--- src/rtl/bb_pkg.sv ---
// Package bb_pkg
// Shared types for the bit-band translator: the read-modify-write
// sequencer state. Assumes nothing beyond IEEE 1800-2017.
package bb_pkg;
    typedef enum logic [1:0] {
        RMW_IDLE  = 2'd0,
        RMW_READ  = 2'd1,
        RMW_WRITE = 2'd2,
        RMW_DONE  = 2'd3
    } rmw_state_e;
endpackage

--- src/rtl/bb_decode.sv ---
// Module bb_decode
// Compares an address against NWIN alias windows. On a hit, it returns
// the target word address in the matching bit-band window and the bit index.
// Assumes every alias window is 2**AL_LOG2 bytes, aligned to its size,
// and that the windows do not overlap (the lowest window index wins).
module bb_decode #(
    parameter int ADDR_W  = 32,
    parameter int DATA_W  = 32,
    parameter int AL_LOG2 = 25,
    parameter int NWIN    = 2,
    parameter logic [NWIN*ADDR_W-1:0] AL_BASES = '0,
    parameter logic [NWIN*ADDR_W-1:0] BB_BASES = '0
) (
    input  logic [ADDR_W-1:0]         addr,
    output logic                      hit,
    output logic [ADDR_W-1:0]         tgt_addr,
    output logic [$clog2(DATA_W)-1:0] bit_idx
);
    localparam int BIT_W   = $clog2(DATA_W);
    localparam int BYTE_SH = $clog2(DATA_W / 8);
    localparam int WORD_SH = BYTE_SH + BIT_W;
    localparam int TAG_W   = ADDR_W - AL_LOG2;

    logic [NWIN-1:0]   win_hit;
    logic [ADDR_W-1:0] win_tgt [NWIN];
    logic [ADDR_W-1:0] off_ext;

    // Offset inside an alias window, widened to the address width
    assign off_ext = {{TAG_W{1'b0}}, addr[AL_LOG2-1:0]};

    for (genvar w = 0; w < NWIN; w++) begin : g_win
        // Per-window tag match and target word address
        assign win_hit[w] = (addr[ADDR_W-1:AL_LOG2] ==
                             AL_BASES[w*ADDR_W+AL_LOG2 +: TAG_W]);
        assign win_tgt[w] = BB_BASES[w*ADDR_W +: ADDR_W] +
                            ((off_ext >> WORD_SH) << BYTE_SH);
    end

    // Select the first matching window
    always_comb begin
        tgt_addr = '0;
        for (int w = NWIN - 1; w >= 0; w--) begin
            if (win_hit[w]) tgt_addr = win_tgt[w];
        end
    end

    assign hit     = |win_hit;
    assign bit_idx = addr[BYTE_SH +: BIT_W];
endmodule

--- src/rtl/bb_rmw.sv ---
// Module bb_rmw
// Sequences one locked read-modify-write: it reads the target word,
// updates one bit, writes the word back, then signals done for one cycle.
// Assumes start is raised only while idle is high, and that s_ready
// arrives only for beats this module has requested.
module bb_rmw
    import bb_pkg::*;
#(
    parameter int ADDR_W = 32,
    parameter int DATA_W = 32
) (
    input  logic                      clk,
    input  logic                      rst_n,
    input  logic                      start,
    input  logic [ADDR_W-1:0]         tgt_addr,
    input  logic [$clog2(DATA_W)-1:0] bit_idx,
    input  logic                      bit_val,
    input  logic [DATA_W-1:0]         s_rdata,
    input  logic                      s_ready,
    input  logic                      s_err,
    output logic                      idle,
    output logic                      req,
    output logic                      we,
    output logic [ADDR_W-1:0]         addr,
    output logic [DATA_W-1:0]         wdata,
    output logic                      lock,
    output logic                      done,
    output logic                      err
);
    localparam int BIT_W = $clog2(DATA_W);

    rmw_state_e        state;
    logic [ADDR_W-1:0] addr_q;
    logic [BIT_W-1:0]  bit_q;
    logic              val_q;
    logic [DATA_W-1:0] word_q;
    logic              err_q;
    logic [DATA_W-1:0] mask;

    // Sequencer state and captured operands
    always_ff @(posedge clk) begin
        if (!rst_n) begin
            state  <= RMW_IDLE;
            addr_q <= '0;
            bit_q  <= '0;
            val_q  <= 1'b0;
            word_q <= '0;
            err_q  <= 1'b0;
        end else begin
            unique case (state)
                RMW_IDLE: if (start) begin
                    state  <= RMW_READ;
                    addr_q <= tgt_addr;
                    bit_q  <= bit_idx;
                    val_q  <= bit_val;
                    err_q  <= 1'b0;
                end
                RMW_READ: if (s_ready) begin
                    word_q <= s_rdata;
                    err_q  <= s_err;
                    state  <= s_err ? RMW_DONE : RMW_WRITE;
                end
                RMW_WRITE: if (s_ready) begin
                    err_q <= s_err;
                    state <= RMW_DONE;
                end
                RMW_DONE: state <= RMW_IDLE;
                default:  state <= RMW_IDLE;
            endcase
        end
    end

    // Merge the single new bit into the word that was read
    always_comb begin
        mask  = DATA_W'(1) << bit_q;
        wdata = val_q ? (word_q | mask) : (word_q & ~mask);
    end

    assign idle = (state == RMW_IDLE);
    assign req  = (state == RMW_READ) || (state == RMW_WRITE);
    assign we   = (state == RMW_WRITE);
    assign lock = req;
    assign addr = addr_q;
    assign done = (state == RMW_DONE);
    assign err  = err_q;
endmodule

--- src/rtl/bitband_xlate.sv ---
// Module bitband_xlate (top)
// Turns data accesses to the alias windows into single-bit reads, or into
// locked read-modify-writes, of the matching bit-band word. Passes every
// other access and every instruction fetch through unchanged.
// Assumes the master holds its request fields steady until m_ready is high.
module bitband_xlate #(
    parameter int ADDR_W  = 32,
    parameter int DATA_W  = 32,
    parameter int AL_LOG2 = 25,
    parameter logic [ADDR_W-1:0] SRAM_AL_BASE = 32'h2200_0000,
    parameter logic [ADDR_W-1:0] SRAM_BB_BASE = 32'h2000_0000,
    parameter logic [ADDR_W-1:0] PERI_AL_BASE = 32'h4200_0000,
    parameter logic [ADDR_W-1:0] PERI_BB_BASE = 32'h4000_0000
) (
    input  logic              clk,
    input  logic              rst_n,
    input  logic              m_req,
    input  logic              m_we,
    input  logic              m_ifetch,
    input  logic [ADDR_W-1:0] m_addr,
    input  logic [DATA_W-1:0] m_wdata,
    output logic              m_ready,
    output logic [DATA_W-1:0] m_rdata,
    output logic              m_err,
    output logic              s_req,
    output logic              s_we,
    output logic [ADDR_W-1:0] s_addr,
    output logic [DATA_W-1:0] s_wdata,
    output logic              s_lock,
    input  logic [DATA_W-1:0] s_rdata,
    input  logic              s_ready,
    input  logic              s_err
);
    localparam int BIT_W = $clog2(DATA_W);
    localparam int NWIN  = 2;

    logic              hit;
    logic [ADDR_W-1:0] tgt_addr;
    logic [BIT_W-1:0]  bit_idx;
    logic              start;
    logic              rmw_idle, rmw_req, rmw_we, rmw_lock, rmw_done, rmw_err;
    logic [ADDR_W-1:0] rmw_addr;
    logic [DATA_W-1:0] rmw_wdata;

    bb_decode #(
        .ADDR_W  (ADDR_W),
        .DATA_W  (DATA_W),
        .AL_LOG2 (AL_LOG2),
        .NWIN    (NWIN),
        .AL_BASES({PERI_AL_BASE, SRAM_AL_BASE}),
        .BB_BASES({PERI_BB_BASE, SRAM_BB_BASE})
    ) u_decode (
        .addr    (m_addr),
        .hit     (hit),
        .tgt_addr(tgt_addr),
        .bit_idx (bit_idx)
    );

    // A data write that hits an alias window starts a read-modify-write
    assign start = rmw_idle && m_req && hit && m_we && !m_ifetch;

    bb_rmw #(
        .ADDR_W(ADDR_W),
        .DATA_W(DATA_W)
    ) u_rmw (
        .clk     (clk),
        .rst_n   (rst_n),
        .start   (start),
        .tgt_addr(tgt_addr),
        .bit_idx (bit_idx),
        .bit_val (m_wdata[0]),
        .s_rdata (s_rdata),
        .s_ready (s_ready),
        .s_err   (s_err),
        .idle    (rmw_idle),
        .req     (rmw_req),
        .we      (rmw_we),
        .addr    (rmw_addr),
        .wdata   (rmw_wdata),
        .lock    (rmw_lock),
        .done    (rmw_done),
        .err     (rmw_err)
    );

    // Route the request and response between master, sequencer and port
    always_comb begin
        s_req   = m_req;
        s_we    = m_we;
        s_addr  = m_addr;
        s_wdata = m_wdata;
        s_lock  = 1'b0;
        m_ready = s_ready;
        m_rdata = s_rdata;
        m_err   = s_err;
        if (!rmw_idle) begin
            s_req   = rmw_req;
            s_we    = rmw_we;
            s_addr  = rmw_addr;
            s_wdata = rmw_wdata;
            s_lock  = rmw_lock;
            m_ready = rmw_done;
            m_rdata = '0;
            m_err   = rmw_done && rmw_err;
        end else if (hit && !m_ifetch) begin
            if (m_we) begin
                s_req   = 1'b0;
                m_ready = 1'b0;
                m_err   = 1'b0;
            end else begin
                s_we    = 1'b0;
                s_addr  = tgt_addr;
                s_wdata = '0;
                m_rdata = DATA_W'(s_rdata[bit_idx]);
            end
        end
    end
endmodule

--- config.mk ---
export PLATFORM = sky130hd
export DESIGN_NAME = bitband_xlate
export DESIGN_NICKNAME = d
export VERILOG_FILES = /design/src/rtl/bb_pkg.sv /design/src/rtl/bb_decode.sv /design/src/rtl/bb_rmw.sv /design/src/rtl/bitband_xlate.sv
export SDC_FILE = /design/constraint.sdc
export NUM_CORES = 1
export LEC_CHECK = 0
export ABC_AREA = 0
export ABC_CLOCK_PERIOD_IN_PS = 3570
export BUFFER_PORTS_ARGS = -buffer_cell sky130_fd_sc_hd__buf_2
export CORE_MARGIN = 4
export CORE_UTILIZATION = 45
export DETAILED_ROUTE_END_ITERATION = 8
export PLACE_DENSITY = 0.78
export SYNTH_ARGS = -nofsm -noshare
export SYNTH_HDL_FRONTEND = slang
export SYNTH_SLANG_ARGS = --single-unit
--- constraint.sdc ---
create_clock -name clk -period 3.57 [get_ports clk]
set_input_delay 0.714 -clock clk [delete_from_list [all_inputs] [get_ports clk]]
set_output_delay 0.714 -clock clk [all_outputs]
set_load 0.02 [all_outputs]
==> results of run 1 <==
-- path summary, 6_finish.rpt --
| check | start | endpoint | slack [ps] |
|---|---|---|---|
| worst max register to register | u_rmw.state[0] | u_rmw.val_q | 1330 |
| worst max-delay path | m_addr[28] | m_rdata[0] | 100 |
| worst min-delay path | u_rmw.word_q[22] | u_rmw.word_q[22] | 460 |
| worst min register to register | u_rmw.word_q[22] | u_rmw.word_q[22] | 460 |
-- synth_stat cells (4+ instances only) --
| cell | number |
|---|---|
| nand2_1 | 120 |
| mux2i_1 | 66 |
| inv_1 | 8 |
| a31oi_1 | 18 |
| a21oi_1 | 27 |
| dfxtp_1 | 61 |
| nor3_1 | 6 |
| a221oi_1 | 6 |
| a21boi_0 | 7 |
| nor2b_1 | 26 |
| mux4_2 | 4 |
| clkbuf_1 | 50 |
| nor2_1 | 38 |
| and3_1 | 40 |
| ha_1 | 5 |
| o21ai_0 | 37 |
| and2_1 | 7 |
| nand3_1 | 39 |
-- cell type report --
class	instances	area (um2)
multi-input combinational	476	2900
fill	897	3760
timing repair buffer	211	1090
sequential	61	1220
tap	129	161
clock inverter	7	42.5
inverter	8	30.0
clock buffer	9	124
-- kinds of logic (layout without fill, tap and decap cells) --
| kind of cell | Yosys count | count (layout) |
|---|---|---|
| AOI/OAI and AO/OA | 105 | 105 |
| xor gates and xnor gates | 1 | 1 |
| adders and majority gates | 5 | 5 |
| buffers and inverters | 63 | 235 |
| DFF | 61 | 61 |
| muxes | 72 | 72 |
| and+or+nand+nor | 293 | 293 |
-- critical path, delay by kind of cell --
kind / cells / cell delay (ps)
buffers and inverters: 2 / 300
AND/OR/NAND/NOR: 4 / 1570
AO/OA/AOI/OAI: 1 / 160
-- what timing repair did --
action / in CTS / in global routing
setup buffers: 0 / 0
setup endpoints to repair: 0 / 14
hold buffers: 0 / 0
resized for setup: 0 / 1
-- per-layer routing --
layer | wire length, um | share of wire [%]
met1 | 5930 | 43
met2 | 6750 | 49
met5 | 0 | 0
met4 | 229 | 1.7
met3 | 797 | 5.8
-- sequential cells by signal (all words and copies together) (netlist names) --
register	flops
u_rmw.addr	20
u_rmw.bit_q	5
u_rmw.err	1
u_rmw.state	2
u_rmw.val_q	1
u_rmw.word_q	32
-- power by group through the flow --
stage | registers, mW | clock network, mW | logic [mW]
5_1_grt | 0.763 | 0.577 | 1.89
3_5_place_dp | 0.773 | 0 | 1.75
4_1_cts | 0.757 | 0.542 | 1.75
2_1_floorplan | 0.765 | 0 | 1.23
3_3_place_gp | 0.769 | 0 | 1.71
6_report | 0.758 | 0.533 | 1.74
==> results.json, run 1 <==
{
  "final_common_cell": "buf_2",
  "synth-compound-area-share_pct": 14.3,
  "antenna_left": 0,
  "cp-start-kind": "input pin",
  "finalCriticalPeriod_ps": 3470,
  "num_vias": 4855,
  "cpMostUsedCell": "buf_2",
  "grtUsageMet2_pct": 38.8,
  "clk_latency_ps": 330,
  "synth_flop_cell": "dfxtp_1",
  "fin_area_mm2": 0.00557,
  "critPathRequiredTime_ps": 2860,
  "numCtsBuffers": 9,
  "drive_above_1_share_pct": 31.1,
  "place_hpwl_um": 10200,
  "start_util_pct": 46.7,
  "p_leak_nw": 2.49,
  "max_stage_delay_ps": 530,
  "hold_path_class": "flip-flop to flip-flop",
  "end_kind": "primary output",
  "status": "finished clean",
  "p_comb_share_pct": 57.4,
  "core_mm2": 0.00933,
  "synth_area_mm2": 0.00436,
  "syn_avg_cell_area_um2": 7.26,
  "drt_first_iter_violations": 286,
  "intPower_mw": 1.57,
  "io_pins": 204,
  "gr-usage-met3_pct": 3.34,
  "fin_util_pct": 59.7,
  "dpl_cell_area_mm2": 0.00540,
  "synthAdderAreaFrac_pct": 1.44,
  "portBuffers": 203,
  "syn_to_final_growth_pct": 27.7,
  "synth_mux_area_share_pct": 17.7,
  "hold_ws_ps": 456,
  "synth.distinct_cells": 42,
  "synth_fp_nets": 708,
  "grt_pass1_vias": 4475,
  "synth_edf_count": 0,
  "drc_errors": 0,
  "yosysWarnings": 0,
  "drv_cap": 0,
  "worstPathMaxFanout": 3,
  "tns_ps": 0,
  "die_width_um": 106,
  "finalSetupViolCount": 0,
  "p_switching_mw": 1.46,
  "grt_start_max_net_pins": 77,
  "vias_per_cell": 5.39,
  "async_flop_share_pct": 0,
  "finClkSkew_ps": 9.95,
  "path_clk_slew_ps": 70,
  "clock.fmax_ghz": 0.288,
  "holdPathStages": 2,
  "synth-xor-area-share_pct": 0.201,
  "overflow": 0,
  "tightest_slew_ps": 1140,
  "p_seq_share_pct": 25.0,
  "wl_per_cell_um": 15.2,
  "slew_headroom_pct": 23.7,
  "antenna_found_initial": 0,
  "yosys.area_share.simple_pct": 32.4,
  "cts_buffer_depth": 2,
  "diodes": 0,
  "layout.nets": 875,
  "synth_top_family_by_area": "simple AND/OR/NAND/NOR gates",
  "vdd_drop_max_v": 0.000333,
  "yosys.area.top_type_share_pct": 28.0,
  "synth_area_leaders": "dfxtp_1 (28%), mux2i_1 (15%), nand2_1 (10%)",
  "r2r_cells": 7,
  "drt-pass1-iter-count": 4,
  "p_sw_share_pct": 48.1,
  "cts-root-buf": "clkbuf_8",
  "ys_seq_elements": 61,
  "crit_type": "input pin to primary output",
  "synth_top_area_cell": "dfxtp_1",
  "met1_usage_pct": 30.1,
  "layout_common_cells": "buf_2 (203), nand2_1 (120), mux2i_1 (66)",
  "die-area_mm2": 0.0113,
  "min_period_over_period_pct": 97.2,
  "slew_viol_final": 0,
  "hold_viol": 0,
  "cellPowerDensity_mw_per_mm2": 544,
  "die_h_um": 106,
  "clock_sinks": 61,
  "slowest_stage": "or4_4",
  "rows": 35,
  "finalPower_mw": 3.03,
  "grt_pass1_wl_um": 21600,
  "busiest_layer": "met2",
  "synth_seq_area_share_pct": 28.0,
  "crit_chain": "buf_2, or4_4, or3_4, or2_2, or3_1, o221ai_2, buf_2",
  "critical_path_arrival_ps": 2760,
  "fin_ws_ps": 100,
  "drt_wl_total_um": 13700,
  "instances_no_fill": 901,
  "p_clk_share_pct": 17.6,
  "tritoncts": "done",
  "grt_use_total_pct": 23.0,
  "gp_congestion": 0.827,
  "pre_cts_ws_ps": 93.6,
  "syn_inst": 600,
  "dp.cells": 885,
  "htreeDepth": 3,
  "grt_setup_unrepaired": "false"
}
(Power assumes the default switching activity.)
==> run 2: changes to the inputs <==
--- a/config.mk
+++ b/config.mk
@@ -10,7 +10,10 @@
 export BUFFER_PORTS_ARGS = -buffer_cell sky130_fd_sc_hd__buf_2
 export CORE_MARGIN = 4
 export CORE_UTILIZATION = 45
+export CTS_BUF_LIST = sky130_fd_sc_hd__clkbuf_8
+export CTS_CLUSTER_SIZE = 25
 export DETAILED_ROUTE_END_ITERATION = 8
+export MAX_ROUTING_LAYER = met4
 export PLACE_DENSITY = 0.78
 export SYNTH_ARGS = -nofsm -noshare
 export SYNTH_HDL_FRONTEND = slang
==> run 2 against run 1 <==
Register-to-register slack is essentially flat. Sequential power about the same. Clock power about the same. Global-route usage increased by 0.61 points. Setup slack gained 2.1 ps. Largest cell class unchanged.
==> results.json, run 2 (synthesized netlist as in run 1, its figures left out) <==
{
  "status": "finished clean",
  "max_stage_delay_ps": 530,
  "grt_pass1_vias": 4478,
  "clock_sinks": 61,
  "p_leak_nw": 2.49,
  "drive_above_1_share_pct": 31.1,
  "cpMostUsedCell": "buf_2",
  "layout_common_cells": "buf_2 (203), nand2_1 (120), mux2i_1 (66)",
  "path_clk_slew_ps": 80,
  "overflow": 0,
  "slew_headroom_pct": 24.4,
  "diodes": 0,
  "core_mm2": 0.00933,
  "largest_reg_flops": 32,
  "finalPower_mw": 3.03,
  "start_util_pct": 46.7,
  "slowest_stage": "or4_4",
  "cellPowerDensity_mw_per_mm2": 544,
  "drt_wl_total_um": 13700,
  "wl_per_cell_um": 15.2,
  "tritoncts": "done",
  "die-area_mm2": 0.0113,
  "vdd_drop_max_v": 0.000333,
  "antenna_found_initial": 0,
  "gp_congestion": 0.839,
  "crit_type": "input pin to primary output",
  "grt_setup_unrepaired": "false",
  "slew_viol_final": 0,
  "grt_pass1_wl_um": 21500,
  "finClkSkew_ps": 10.2,
  "clk_latency_ps": 330,
  "cts-root-buf": "clkbuf_8",
  "tns_ps": 0,
  "layout.nets": 875,
  "die_h_um": 106,
  "fill_cells": 897,
  "finalCriticalPeriod_ps": 3470,
  "drv_cap": 0,
  "vias_per_cell": 5.43,
  "place_hpwl_um": 10200,
  "top_register": "u_rmw.word_q",
  "hold_viol": 0,
  "syn_to_final_growth_pct": 27.7,
  "drt_first_iter_violations": 260,
  "io_pins": 204,
  "portBuffers": 203,
  "num_vias": 4895,
  "cts_setup_buffers": 0,
  "crit_family": "simple AND/OR/NAND/NOR gates",
  "grt_use_total_pct": 23.6,
  "ff_latch_area_mm2": 0.00122,
  "antenna_left": 0,
  "cts_buffer_depth": 2,
  "critical_path_arrival_ps": 2750,
  "rows": 35,
  "crit_buf_inv": 2,
  "drc_errors": 0,
  "drt-pass1-iter-count": 7,
  "tightest_slew_ps": 1130,
  "die_width_um": 106,
  "worstPathMaxFanout": 3,
  "htreeDepth": 3,
  "cp-start-kind": "input pin",
  "clock.fmax_ghz": 0.288,
  "grt_start_max_net_pins": 77,
  "multi_input_area_mm2": 0.00290,
  "min_period_over_period_pct": 97.1,
  "hold_path_class": "flip-flop to flip-flop",
  "numCtsBuffers": 9,
  "crit_chain": "buf_2, or4_4, or3_4, or2_2, or3_1, o221ai_2, buf_2",
  "critPathRequiredTime_ps": 2860,
  "final_common_cell": "buf_2",
  "finalSetupViolCount": 0,
  "end_kind": "primary output"
}
[run 2: stage by stage]
step                cells  hold WS (ps)  setup slack, ps  utilization, %  area, um2
global placement      885           441              150            57.9       5400
detailed placement    885           446             93.6            57.9       5400
floorplan             600           436              226               -       4360
CTS                   901           456             87.1            59.6       5560
global route          901           479             46.5            59.7       5570
finish                901           456              103            59.7       5570
[run 2: routing by layer]
metal / vias to the layer above / track usage (%) / routed length, um
met5: - / - / 0
met4: 0 / 7.76 / 238
met3: 21 / 2.91 / 833
met2: 173 / 39.1 / 6830
met1: 2277 / 30.1 / 5830
li1: 2424 / - / -
[run 2: tightest hold or removal path, stage by stage (launching register included)]
cell and delay (ps):
dfxtp_1 310, nand2_1 50, a21oi_1 50
[run 2: path summary, 6_finish.rpt]
path                            cells past startpoint               end              from  slack [ps]
worst min register to register                      2  u_rmw.word_q[22]  u_rmw.word_q[22]         460
worst min-delay path                                2  u_rmw.word_q[22]  u_rmw.word_q[22]         460
worst max register to register                      7       u_rmw.val_q    u_rmw.state[0]        1330
worst max-delay path                                7        m_rdata[0]        m_addr[28]         100
[run 2: power breakdown]
group          total (mW)  switching (mW)  internal, mW
logic                1.74            1.14         0.596
registers           0.758          0.0278         0.730
clock network       0.530           0.284         0.246
[run 2: final cells by class]
cell class                 instances  area share (%)
inverter                           8           0.539
multi-input combinational        476            52.0
timing repair buffer             211            19.6
clock buffer                       9            2.23
clock inverter                     7           0.764
tap                              129            2.90
sequential                        61            21.9
[run 2: timing repair]
action / in CTS / in global routing
setup endpoints to repair: 0 / 14
hold buffers: 0 / 0
gates resized for setup: 0 / 1
